`config.mk`:
```
export PLATFORM = sky130hd
export DESIGN_NAME = serial_rx_strip
export DESIGN_NICKNAME = d
export VERILOG_FILES = /design/src/rtl/rx_strip_pkg.sv /design/src/rtl/rx_line_sync.sv /design/src/rtl/rx_framer.sv /design/src/rtl/rx_status.sv /design/src/rtl/serial_rx_strip.sv
export SDC_FILE = /design/constraint.sdc
export NUM_CORES = 1
export LEC_CHECK = 0
export BUFFER_PORTS_ARGS = -buffer_cell sky130_fd_sc_hd__buf_4
export CAP_MARGIN = 5
export CORE_MARGIN = 2
export CORE_UTILIZATION = 32
export CTS_BUF_LIST = sky130_fd_sc_hd__clkbuf_8
export DETAILED_ROUTE_END_ITERATION = 8
export HOLD_SLACK_MARGIN = 0.12
export PLACE_DENSITY_LB_ADDON = 0.08
export RECOVER_POWER = 50
export SETUP_SLACK_MARGIN = 0.15
export SYNTH_ARGS = -nofsm -noshare
export SYNTH_HDL_FRONTEND = slang
export SYNTH_SLANG_ARGS = --single-unit
```
`constraint.sdc`:
```
create_clock -name clk -period 2.2 [get_ports clk]
set_input_delay 0.44 -clock clk [delete_from_list [all_inputs] [get_ports clk]]
set_output_delay 0.44 -clock clk [all_outputs]
set_load 0.05 [all_outputs]
```
`src/rtl/rx_strip_pkg.sv`:
```
package rx_strip_pkg;

  typedef enum logic [1:0] {
    FR_IDLE = 2'd0,
    FR_DATA = 2'd1,
    FR_PAR  = 2'd2,
    FR_STOP = 2'd3
  } frame_state_t;

  // per-cycle events from the framer to the status logic
  typedef struct packed {
    logic start;    // start bit accepted
    logic high;     // line seen high inside a frame
    logic par_err;  // parity mismatch
    logic frame;    // low stop with non-zero data
    logic chr;      // character to be stored (not stripped)
  } rx_event_t;

  // status byte bit positions
  localparam int SB_EN    = 0;
  localparam int SB_STRIP = 1;
  localparam int SB_CIP   = 2;
  localparam int SB_BRK   = 3;
  localparam int SB_FRM   = 4;
  localparam int SB_PAR   = 5;
  localparam int SB_OVR   = 6;
  localparam int SB_FULL  = 7;

endpackage

```
`src/rtl/rx_line_sync.sv`:
```
module rx_line_sync #(
  parameter int STAGES = 2
) (
  input  logic clk,
  input  logic rst_n,
  input  logic din,
  output logic dout
);
  logic [STAGES-1:0] chain;

  always_ff @(posedge clk or negedge rst_n) begin
    if (!rst_n) chain <= '1;
    else        chain <= {chain[STAGES-2:0], din};
  end

  assign dout = chain[STAGES-1];
endmodule

```
`src/rtl/rx_framer.sv`:
```
module rx_framer
  import rx_strip_pkg::*;
#(
  parameter int DATA_W = 8,
  parameter int SEL_W  = 2
) (
  input  logic              clk,
  input  logic              rst_n,
  input  logic              clr,
  input  logic              enable,
  input  logic              bit_en,
  input  logic              line,
  input  logic [SEL_W-1:0]  word_len,
  input  logic              par_en,
  input  logic              par_even,
  input  logic              strip,
  input  logic [DATA_W-1:0] sync_char,
  output rx_event_t         ev,
  output logic [DATA_W-1:0] char_data,
  output logic              cip
);
  localparam int CW = $clog2(DATA_W + 1);

  frame_state_t      state;
  logic [CW-1:0]     cnt;
  logic [DATA_W-1:0] sh;
  logic [CW-1:0]     wlen;
  logic              last_bit;
  logic              take;
  logic              par_exp;
  logic              is_sync;

  assign wlen      = CW'(DATA_W) - CW'(word_len);
  assign last_bit  = (cnt == wlen - CW'(1));
  assign char_data = sh >> word_len;
  assign par_exp   = (^char_data) ^ ~par_even;
  assign is_sync   = strip && (char_data == sync_char);
  assign take      = bit_en && enable && !clr;
  assign cip       = (state == FR_DATA);

  always_comb begin
    ev         = '0;
    ev.start   = take && (state == FR_IDLE) && !line;
    ev.high    = take && ((state == FR_DATA) || (state == FR_STOP)) && line;
    ev.par_err = take && (state == FR_PAR) && (line != par_exp);
    ev.frame   = take && (state == FR_STOP) && !line && (char_data != '0);
    ev.chr     = take && (state == FR_STOP) && line && !is_sync;
  end

  always_ff @(posedge clk or negedge rst_n) begin
    if (!rst_n) begin
      state <= FR_IDLE;
      cnt   <= '0;
      sh    <= '0;
    end else if (clr || !enable) begin
      state <= FR_IDLE;
      cnt   <= '0;
    end else if (bit_en) begin
      unique case (state)
        FR_IDLE: if (!line) begin
          state <= FR_DATA;
          cnt   <= '0;
          sh    <= '0;
        end
        FR_DATA: begin
          sh  <= {line, sh[DATA_W-1:1]};
          cnt <= cnt + CW'(1);
          if (last_bit) state <= par_en ? FR_PAR : FR_STOP;
        end
        FR_PAR:  state <= FR_STOP;
        FR_STOP: state <= FR_IDLE;
        default: state <= FR_IDLE;
      endcase
    end
  end
endmodule

```
`src/rtl/rx_status.sv`:
```
module rx_status
  import rx_strip_pkg::*;
#(
  parameter int DATA_W = 8
) (
  input  logic              clk,
  input  logic              rst_n,
  input  rx_event_t         ev,
  input  logic [DATA_W-1:0] char_data,
  input  logic              cip,
  input  logic              rx_ready,
  input  logic              stat_wr,
  input  logic [7:0]        stat_wdata,
  input  logic              ie_full,
  input  logic              ie_err,
  output logic [7:0]        status,
  output logic [DATA_W-1:0] rx_data,
  output logic              rx_valid,
  output logic              irq_full,
  output logic              irq_err,
  output logic              en,
  output logic              strip
);
  // visible error bits and staged error bits, order {ovr, par, frm, brk}
  logic [3:0]        vis_err;
  logic [3:0]        stg;
  logic [3:0]        stg_nxt;
  logic              full;
  logic [DATA_W-1:0] data_q;
  logic              rd;
  logic              store;
  logic              stg_any;
  logic              irq_full_d;
  logic              irq_err_d;

  assign rd      = full && rx_ready;
  assign store   = ev.chr && !(full && !rd) && !stat_wr;
  assign stg_any = |stg;

  assign irq_err_d  = rd && !stat_wr && stg_any && ie_err;
  assign irq_full_d = (store && ie_full) ||
                      (rd && !stat_wr && stg_any && !ie_err && ie_full);

  always_comb begin
    stg_nxt    = rd ? 4'b0000 : stg;
    stg_nxt[0] = (stg_nxt[0] | ev.start) & ~ev.high;
    stg_nxt[1] = stg_nxt[1] | ev.frame;
    stg_nxt[2] = stg_nxt[2] | ev.par_err;
    stg_nxt[3] = stg_nxt[3] | (ev.chr && full && !rd);
  end

  always_ff @(posedge clk or negedge rst_n) begin
    if (!rst_n) stg <= '0;
    else        stg <= stg_nxt;
  end

  always_ff @(posedge clk or negedge rst_n) begin
    if (!rst_n) begin
      en       <= 1'b0;
      strip    <= 1'b0;
      vis_err  <= '0;
      full     <= 1'b0;
      data_q   <= '0;
      irq_full <= 1'b0;
      irq_err  <= 1'b0;
    end else begin
      irq_full <= irq_full_d;
      irq_err  <= irq_err_d;
      if (stat_wr) begin
        full    <= 1'b0;
        en      <= stat_wdata[SB_EN];
        strip   <= stat_wdata[SB_EN] & stat_wdata[SB_STRIP];
        vis_err <= {3'b000, stat_wdata[SB_EN] & stat_wdata[SB_BRK]};
      end else begin
        if (rd) begin
          full    <= 1'b0;
          vis_err <= stg;
        end
        if (store) begin
          full   <= 1'b1;
          data_q <= char_data;
        end
      end
    end
  end

  assign rx_valid = full;
  assign rx_data  = data_q;
  assign status   = {full, vis_err[3], vis_err[2], vis_err[1], vis_err[0],
                     cip, strip, en};
endmodule

```
`src/rtl/serial_rx_strip.sv`:
```
module serial_rx_strip
  import rx_strip_pkg::*;
#(
  parameter int DATA_W      = 8,
  parameter int SYNC_STAGES = 2
) (
  input  logic              clk,
  input  logic              rst_n,
  input  logic              rx_line,
  input  logic              bit_en,
  input  logic [1:0]        word_len,
  input  logic              par_en,
  input  logic              par_even,
  input  logic [DATA_W-1:0] sync_char,
  input  logic              ie_full,
  input  logic              ie_err,
  input  logic              stat_wr,
  input  logic [7:0]        stat_wdata,
  output logic [7:0]        status,
  output logic [DATA_W-1:0] rx_data,
  output logic              rx_valid,
  input  logic              rx_ready,
  output logic              irq_full,
  output logic              irq_err
);
  logic              line_s;
  logic              en;
  logic              strip;
  logic              cip;
  logic              clr;
  rx_event_t         ev;
  logic [DATA_W-1:0] char_data;

  assign clr = stat_wr && !stat_wdata[SB_EN];

  rx_line_sync #(.STAGES(SYNC_STAGES)) u_sync (
    .clk  (clk),
    .rst_n(rst_n),
    .din  (rx_line),
    .dout (line_s)
  );

  rx_framer #(.DATA_W(DATA_W), .SEL_W(2)) u_framer (
    .clk      (clk),
    .rst_n    (rst_n),
    .clr      (clr),
    .enable   (en),
    .bit_en   (bit_en),
    .line     (line_s),
    .word_len (word_len),
    .par_en   (par_en),
    .par_even (par_even),
    .strip    (strip),
    .sync_char(sync_char),
    .ev       (ev),
    .char_data(char_data),
    .cip      (cip)
  );

  rx_status #(.DATA_W(DATA_W)) u_status (
    .clk       (clk),
    .rst_n     (rst_n),
    .ev        (ev),
    .char_data (char_data),
    .cip       (cip),
    .rx_ready  (rx_ready),
    .stat_wr   (stat_wr),
    .stat_wdata(stat_wdata),
    .ie_full   (ie_full),
    .ie_err    (ie_err),
    .status    (status),
    .rx_data   (rx_data),
    .rx_valid  (rx_valid),
    .irq_full  (irq_full),
    .irq_err   (irq_err),
    .en        (en),
    .strip     (strip)
  );
endmodule

```
==> flow_metrics.env, run 1 <==
export IMPL_outcome="completed"
export IMPL_critPathRequiredTime_ns=2.38
export IMPL_rr_worst_depth=7
export IMPL_synth_area_sq_um=2150
export IMPL_grt_util_all_layers_pct=14.6
export IMPL_num_rows=29
export IMPL_leakage_nw=1.43
export IMPL_max_freq_ghz=0.462
export IMPL_htreeDepth=2
export IMPL_firstDrtPassIters=4
export IMPL_critPathCaptureType="flip-flop"
export IMPL_timing_worst_slew_pin_value_ns=0.935
export IMPL_synth_most_common_cell="dfrtp_1"
export IMPL_maxCapViolations=0
export IMPL_worstSetupPathType="flip-flop to flip-flop"
export IMPL_busiest_layer="met2"
export IMPL_netlist_top_cell_by_area="dfrtp_1"
export IMPL_hold_path_cell_count=1
export IMPL_cts_buffers=5
export IMPL_nNetsFinal=320
export IMPL_grt_pass1_wl_um=8310
export IMPL_final_period_utilization_pct=98.4
export IMPL_gr_usage_met1_pct=19.2
export IMPL_preCtsSetupSlack_ns=-0.261
export IMPL_rrSetupSlack_ns=0.04
export IMPL_slew_violations=0
export IMPL_hold_viol_final=0
export IMPL_layout_drive_gt1_share_pct=40.8
export IMPL_synth_main_ff_cell="dfrtp_1"
export IMPL_r2r_start="u_framer.sh[3]"
export IMPL_yosysWarnings=0
export IMPL_place_gp_congestion=0.779
export IMPL_syn_area_per_cell_sq_um=10.3
export IMPL_drt_wl_total_um=4940
export IMPL_antenna_found_initial=0
export IMPL_overflow=0
export IMPL_final_core_util_pct=47.7
export IMPL_synthCells=208
export IMPL_skew_ns=0.00632
export IMPL_r2r_end="u_status.rx_data[0]"
export IMPL_met3_usage_pct=3.56
export IMPL_clock_latency_ns=0.30
export IMPL_synth_nets=245
export IMPL_first_global_vias=1706
export IMPL_drtIter0Drc=44
export IMPL_ys_ff_latch=37
export IMPL_antenna_diode_count=0
export IMPL_clock_sinks=37
export IMPL_synth_common_cells="35 x dfrtp_1, 24 x nand2_1, 14 x mux2i_1, 14 x xnor2_1, 13 x inv_1"
export IMPL_viasPerCell=4.80
export IMPL_synth_cell_types=43
export IMPL_setup_slack_ns=0.0355
export IMPL_clock_path_buffers=2
export IMPL_nFillCells=622
export IMPL_num_vias=1732
export IMPL_total_power_w=0.00175
export IMPL_drc=0
export IMPL_routedWlPerCell_um=13.7
export IMPL_area_growth_syn_to_layout_pct=42.3
export IMPL_start_util_pct=33.5
export IMPL_netlist_top_cells_area="dfrtp_1 41%, mux2i_1 6.5%, xnor2_1 5.7%"
export IMPL_ant_nets=0
export IMPL_power_density_nw_per_um2=571
export IMPL_finalSetupViolCount=0
export IMPL_start_kind="flip-flop"
export IMPL_synthArstFlopShare_pct=100
export IMPL_cts_tree="done"
export IMPL_place_hpwl_um=3740
export IMPL_whs_endpoint="u_sync.chain[0]"
export IMPL_holdCritStartpoint="rx_line"
export IMPL_ir_drop_mv=0.259
export IMPL_die_area_sq_um=7390
export IMPL_relSlewSlack_pct=37.7
export IMPL_synth_top_area_share_pct=40.7
export IMPL_hp_class="input pin to flip-flop"
export IMPL_synth_edf_count=0
export IMPL_ios=47
export IMPL_die_w_um=86.0
export IMPL_ys_seq_area_share_pct=43.2
export IMPL_rsz0062_at_grt="yes"
export IMPL_portBuffers=41
export IMPL_ctsRootBufferMaster="clkbuf_8"
export IMPL_die_h_um=86.0
export IMPL_clk_pin_slew_ns=0.08
export IMPL_core_sq_um=6420
export IMPL_grt_max_degree=38
export IMPL_critPathArrivalTime_ns=2.35
export IMPL_use_met2_pct=23.4
export IMPL_layout_min_cycle_time_ns=2.16
export IMPL_crit_fanout=6
-- cell families after synthesis --
logic type | share of synthesized area, %
simple gates | 13.3
fa+ha+maj | 5.24
xor+xnor | 6.52
flops | 43.2
buf+inv | 5.41
compound gates | 15.0
mux | 11.4
-- placed cells by master (no fill, tap or decap), drive strengths merged, types with 9 or more instances in the layout --
cell type | Yosys | layout
o21ai | 10 | 10
a22o | 10 | 10
nor2 | 10 | 10
nand2 | 24 | 24
clkbuf | 4 | 9
xnor2 | 14 | 14
inv | 13 | 13
buf | 6 | 75
ha | 9 | 9
dfrtp | 35 | 35
nand3 | 10 | 10
mux2i | 14 | 14
-- metal layers --
| metal | share of wire, % | wire length [um] |
|---|---|---|
| met3 | 3.6 | 177 |
| met2 | 46 | 2280 |
| met4 | 1.4 | 70 |
| met5 | 0 | 0 |
| met1 | 49 | 2410 |
-- sequential cells by signal, summed over array words and instances, names as in the netlist --
| name | count |
|---|---|
| u_sync.chain | 2 |
| u_status.strip | 1 |
| u_framer.sh | 8 |
| u_status.stg | 4 |
| u_status.vis_err | 4 |
| u_status.rx_data | 8 |
| u_framer.cnt | 4 |
| u_status.rx_valid | 1 |
| u_status.en | 1 |
| u_status.irq_full | 1 |
| u_framer.state | 2 |
| u_status.irq_err | 1 |
-- through the flow --
| step | area (sq um) | hold slack (ns) | cells | setup TNS [ns] |
|---|---|---|---|---|
| finish | 3060 | 0.243 | 361 | 0 |
| floorplan | 2200 | 0.144 | 208 | -0.0441 |
| CTS | 3030 | 0.123 | 359 | 0 |
| global placement | 2790 | 0.346 | 348 | -2.28 |
| global route | 3060 | 0.231 | 361 | -0.270 |
| detailed placement | 2790 | 0.350 | 348 | -2.58 |
-- critical path, stage by stage, from the launching register on --
cell      delay (ns)
dfrtp_1         0.42
mux4_2          0.54
xnor2_2         0.20
o31ai_4         0.11
nor4_4          0.22
a211oi_4        0.11
buf_12          0.17
mux2_4          0.28
-- cell type report --
type | count | area (sq um) | area share [%]
Tap cell | 77 | 96.3 | 3.15
Timing Repair Buffer | 78 | 608 | 19.9
Multi-Input combinational cell | 147 | 1250 | 41.0
Clock buffer | 6 | 82.6 | 2.70
Clock inverter | 2 | 37.5 | 1.23
Sequential cell | 37 | 928 | 30.3
Inverter | 14 | 52.6 | 1.72
-- what timing repair did --
action | CTS | global route
gates resized for setup | 11 | 5
gates cloned | 0 | 0
hold buffers | 0 | 0
setup buffers | 3 | 2
setup endpoints to repair | 12 | 12
pin swaps | 5 | 5
-- where the power goes --
group | leakage, nW | total (W) | internal, W | switching, W
logic | 0.896 | 0.000383 | 0.000191 | 0.000192
clock network | 0.0574 | 0.000634 | 0.000369 | 0.000266
registers | 0.474 | 0.000729 | 0.000703 | 0.0000261
total | 1.43 | 0.00175 | 0.00126 | 0.000484
-- how the worst max path moves through the flow --
| stage | startpoint | end | slack, ns | cells after the start |
|---|---|---|---|---|
| 3_5_place_dp | word_len[1] | u_status.irq_full | -0.26 | 10 |
| 4_1_cts | word_len[1] | u_status.rx_data[0] | 0.02 | 10 |
| 5_1_grt | word_len[1] | u_status.rx_data[0] | -0.05 | 10 |
| 2_1_floorplan | word_len[1] | u_status.rx_data[0] | -0.01 | 6 |
| 3_3_place_gp | word_len[1] | u_status.rx_data[4] | -0.24 | 8 |
| 6_report | u_framer.sh[3] | u_status.rx_data[0] | 0.04 | 7 |
Note: power is estimated with default switching activity, not from simulation.
==> inputs of run 2 (changes only) <==
Settings changed: CTS_BUF_LIST sky130_fd_sc_hd__clkbuf_8 to sky130_fd_sc_hd__clkbuf_16, SLEW_MARGIN set to 10.
==> run 2 against run 1 <==
Against the previous run: sequential power about the same; power increased by 10%; clock power grew 28%; fmax rose by 0.36%; routed wire length fell by 0.32%; clock-buffer cell count is 1 lower; final area grew 2.4%; via count stayed put; hold slack better by 0.025 ns; core utilization increased by 1.1 points.
==> flow_metrics.env, run 2 (synthesized netlist as in run 1, its figures left out) <==
export IMPL_outcome="completed"
export IMPL_grt_pass1_wl_um=8300
export IMPL_timing_worst_slew_pin_value_ns=0.945
export IMPL_maxCapViolations=0
export IMPL_ant_nets=0
export IMPL_fin_area_sq_um=3130
export IMPL_drc=0
export IMPL_core_sq_um=6420
export IMPL_htreeDepth=2
export IMPL_antenna_found_initial=0
export IMPL_start_kind="flip-flop"
export IMPL_routedWlPerCell_um=13.6
export IMPL_grt_util_all_layers_pct=14.4
export IMPL_overflow=0
export IMPL_grt_max_degree=38
export IMPL_power_density_nw_per_um2=616
export IMPL_clock_sinks=37
export IMPL_hp_class="input pin to flip-flop"
export IMPL_area_growth_syn_to_layout_pct=45.7
export IMPL_relSlewSlack_pct=37.0
export IMPL_total_power_w=0.00193
export IMPL_critPathCaptureType="flip-flop"
export IMPL_clock_path_buffers=2
export IMPL_ctsHoldBuffers=0
export IMPL_rr_worst_depth=7
export IMPL_nNetsFinal=321
export IMPL_whs_ns=0.267
export IMPL_clock_latency_ns=0.28
export IMPL_finalSetupViolCount=0
export IMPL_die_w_um=86.0
export IMPL_die_h_um=86.0
export IMPL_cts_tree="done"
export IMPL_place_gp_congestion=0.779
export IMPL_layout_min_cycle_time_ns=2.16
export IMPL_start_util_pct=33.5
export IMPL_final_common_cell="buf_4"
export IMPL_cts_buffers=5
export IMPL_die_area_sq_um=7390
export IMPL_max_freq_ghz=0.464
export IMPL_layout_drive_gt1_share_pct=41.1
export IMPL_skew_ns=0.00368
export IMPL_slew_violations=0
export IMPL_hold_viol_final=0
export IMPL_critPathRequiredTime_ns=2.36
export IMPL_hold_path_cell_count=1
export IMPL_leakage_nw=1.46
export IMPL_portBuffers=41
export IMPL_num_rows=29
export IMPL_max_stage_delay_ns=0.54
export IMPL_worstSetupPathType="flip-flop to flip-flop"
export IMPL_ir_drop_mv=0.268
export IMPL_crit_fanout=6
export IMPL_place_hpwl_um=3740
export IMPL_final_period_utilization_pct=98.0
export IMPL_drt_wl_total_um=4930
export IMPL_num_vias=1732
export IMPL_rsz0062_at_grt="yes"
export IMPL_firstDrtPassIters=4
export IMPL_viasPerCell=4.78
export IMPL_antenna_diode_count=0
export IMPL_critPathArrivalTime_ns=2.32
export IMPL_crit_chain="mux4_2 > xnor2_2 > o31ai_4 > nor4_4 > a211oi_4 > buf_12 > mux2_4"
export IMPL_dpl_cell_area_sq_um=2790
export IMPL_clk_pin_slew_ns=0.06
export IMPL_ctsRootBufferMaster="clkbuf_16"
export IMPL_crit_path_top_delay_cell="mux4_2"
export IMPL_ios=47
export IMPL_final_cell_mix="70 x buf_4, 35 x dfrtp_1, 23 x nand2_1"
export IMPL_first_global_vias=1713
export IMPL_drtIter0Drc=44
[run 2: cell count changes in the layout (fill, tap and decap cells not counted), sizes merged]
cell    change
clkinv      +1
[run 2: critical path: cells and delay by family, from the launching register on]
kind	cells	cell delay, ns
AND/OR/NAND/NOR	1	0.22
flip-flops	1	0.41
AO/OA/AOI/OAI	2	0.22
XOR/XNOR	1	0.20
buffers and inverters	1	0.17
multiplexers	2	0.82
[run 2: area by class of cell]
class | instances | area [sq um]
multi-input cells | 147 | 1260
well taps | 77 | 96.3
inverters | 14 | 52.6
repair buffers | 79 | 632
fillers | 614 | 3290
flip-flops and latches | 37 | 928
clock buffers | 5 | 125
clock inverters | 3 | 41.3
[run 2: worst paths after layout]
path | from | end | slack (ns)
max reg2reg | u_framer.sh[3] | u_status.rx_data[6] | 0.04
max in group asynchronous | rst_n | u_framer.sh[3] | 1.31
min | rx_line | u_sync.chain[0] | 0.27
max | u_framer.sh[3] | u_status.rx_data[6] | 0.04
min in group asynchronous | rst_n | u_status.rx_data[2] | 0.29
min reg2reg | u_sync.chain[0] | u_sync.chain[1] | 0.36
[run 2: routing by layer]
metal  track usage, %  vias up  wire length [um]
met5                0        -                 0
met4             4.18        0                51
met3             3.56        6               180
met2             23.5       32              2270
met1             19.0      804              2430
li1                 -      890                 -
[run 2: what timing repair did]
| action | CTS | global route |
|---|---|---|
| setup buffers | 3 | 3 |
| resized for setup | 12 | 6 |
| pin swaps | 5 | 7 |
| setup endpoints to repair | 12 | 12 |
| cloned | 0 | 0 |
[run 2: metrics by stage]
step	util [%]	setup TNS (ns)	std cells	setup slack (ns)
finish	48.8	0	362	0.0434
global route	48.8	-0.194	362	-0.0389
CTS	47.9	0	359	0.0264
detailed placement	43.5	-2.58	348	-0.261
global placement	43.5	-2.28	348	-0.237
floorplan	-	-0.0441	208	-0.0147
[run 2: power by group]
part           switching (W)  leakage (nW)  internal [W]
Clock               0.000281        0.0775      0.000530
Combinational       0.000192         0.907      0.000196
Sequential         0.0000261         0.474      0.000704
Total               0.000499          1.46       0.00143
==> inputs of run 3 (changes only) <==
Settings changed: CAP_MARGIN 5 to not set, RECOVER_POWER 50 to 100.
==> run 3 against run 2 <==
Against the previous run: fmax barely moved; cell count is the same; first-iteration DRC count shrank 11%; die area did not move; clock-buffer cell count did not move; sequential power hardly changed; clock skew grew 0.00050 ns; via count shrank 0.12%; routed wire length rose by 0.61%; final area decreased by 2.4%; critical endpoint unchanged.
==> flow_metrics.env, run 3 (synthesized netlist as in run 1, its figures left out) <==
export IMPL_timing_worst_slew_pin_value_ns=0.944
export IMPL_ctsHoldBuffers=0
export IMPL_antenna_found_initial=0
export IMPL_area_growth_syn_to_layout_pct=42.3
export IMPL_firstDrtPassIters=4
export IMPL_overflow=0
export IMPL_hp_class="input pin to flip-flop"
export IMPL_final_period_utilization_pct=98.0
export IMPL_fin_area_sq_um=3060
export IMPL_clock_latency_ns=0.28
export IMPL_grt_max_degree=38
export IMPL_htreeDepth=2
export IMPL_holdCritStartpoint="rx_line"
export IMPL_clock_sinks=37
export IMPL_rr_worst_depth=7
export IMPL_place_hpwl_um=3740
export IMPL_final_common_cell="buf_4"
export IMPL_relSlewSlack_pct=37.0
export IMPL_start_util_pct=33.5
export IMPL_placedCellCount=348
export IMPL_rsz0062_at_grt="yes"
export IMPL_r2r_start="u_framer.sh[3]"
export IMPL_viasPerCell=4.78
export IMPL_ir_drop_mv=0.269
export IMPL_drc=0
export IMPL_leakage_nw=1.39
export IMPL_maxCapViolations=0
export IMPL_hold_viol_final=0
export IMPL_cts_buffers=5
export IMPL_final_core_util_pct=47.7
export IMPL_multi_input_area_sq_um=1260
export IMPL_num_rows=29
export IMPL_crit_path_top_delay_cell="mux4_2"
export IMPL_nFillCells=631
export IMPL_cp_num_buf_inv=1
export IMPL_power_density_nw_per_um2=629
export IMPL_routedWlPerCell_um=13.7
export IMPL_clk_pin_slew_ns=0.06
export IMPL_critPathTopFamily="multiplexers"
export IMPL_worstSetupPathType="flip-flop to flip-flop"
export IMPL_critPathCaptureType="flip-flop"
export IMPL_max_freq_ghz=0.464
export IMPL_max_stage_delay_ns=0.54
export IMPL_ios=47
export IMPL_die_w_um=86.0
export IMPL_cts_tree="done"
export IMPL_slew_violations=0
export IMPL_finalSetupViolCount=0
export IMPL_layout_drive_gt1_share_pct=34.4
export IMPL_ctsRootBufferMaster="clkbuf_16"
export IMPL_crit_fanout=6
export IMPL_area_sequential_sq_um=928
export IMPL_layout_min_cycle_time_ns=2.16
export IMPL_core_sq_um=6420
export IMPL_instances_no_fill=362
export IMPL_rrSetupSlack_ns=0.04
export IMPL_total_power_w=0.00192
export IMPL_critPathRequiredTime_ns=2.36
export IMPL_grt_pass1_wl_um=8300
export IMPL_ant_nets=0
export IMPL_die_h_um=86.0
export IMPL_r2r_end="u_status.rx_data[6]"
export IMPL_die_area_sq_um=7390
export IMPL_num_vias=1730
export IMPL_clock_path_buffers=2
export IMPL_first_global_vias=1713
export IMPL_whs_ns=0.267
export IMPL_drtIter0Drc=39
export IMPL_outcome="completed"
export IMPL_place_gp_congestion=0.779
export IMPL_grt_util_all_layers_pct=14.4
export IMPL_portBuffers=41
export IMPL_antenna_diode_count=0
export IMPL_crit_chain="mux4_2 > xnor2_2 > o31ai_4 > nor4_4 > a211oi_4 > buf_12 > mux2_4"
export IMPL_dpl_cell_area_sq_um=2790
export IMPL_final_cell_mix="50 x buf_4, 35 x dfrtp_1, 23 x nand2_1"
export IMPL_nNetsFinal=321
export IMPL_start_kind="flip-flop"
export IMPL_skew_ns=0.00419
export IMPL_hold_path_cell_count=1
export IMPL_whs_endpoint="u_sync.chain[0]"
export IMPL_drt_wl_total_um=4960
export IMPL_critPathArrivalTime_ns=2.32
## run 3: worst max path at each step
stage,from,end,slack [ns],cells past startpoint
floorplan,word_len[1],u_status.rx_data[0],-0.01,6
global placement,word_len[1],u_status.rx_data[4],-0.24,8
detailed placement,word_len[1],u_status.irq_full,-0.26,10
CTS,word_len[1],u_status.rx_data[0],0.03,10
global route,u_framer.sh[3],u_status.rx_data[0],-0.04,7
finish,u_framer.sh[3],u_status.rx_data[6],0.04,7
## run 3: power breakdown
part / leakage [nW] / internal [W] / switching (W)
sequential: 0.474 / 0.000704 / 0.0000261
clock: 0.0775 / 0.000531 / 0.000282
combinational: 0.834 / 0.000190 / 0.000192
total: 1.39 / 0.00142 / 0.000500
## run 3: per-layer routing
metal	wire, um	global-route usage [%]	part of all wire, %	up-vias
li1	-	-	-	891
met1	2450	19.0	49	801
met2	2260	23.5	46	32
met3	201	3.56	4.1	6
met4	51	4.18	1.0	0
met5	0	0	0	-
## run 3: metrics by stage
stage	TNS [ns]	setup WS (ns)
floorplan	-0.0441	-0.0147
global placement	-2.28	-0.237
detailed placement	-2.58	-0.261
CTS	0	0.0264
global route	-0.194	-0.0389
finish	0	0.0431
## run 3: timing repair
item                                    4_1_cts  5_1_grt
setup buffers                                 3        3
pin swaps                                     5        7
endpoints found under the setup margin       12       12
gates resized for setup                      12        6
## run 3: layout make-up
type | count | share of cell area (%)
clock inverter | 3 | 1.35
timing repair buffer | 79 | 18.2
sequential | 37 | 30.3
tap | 77 | 3.15
inverter | 14 | 1.72
multi-input combinational | 147 | 41.1
clock buffer | 5 | 4.09
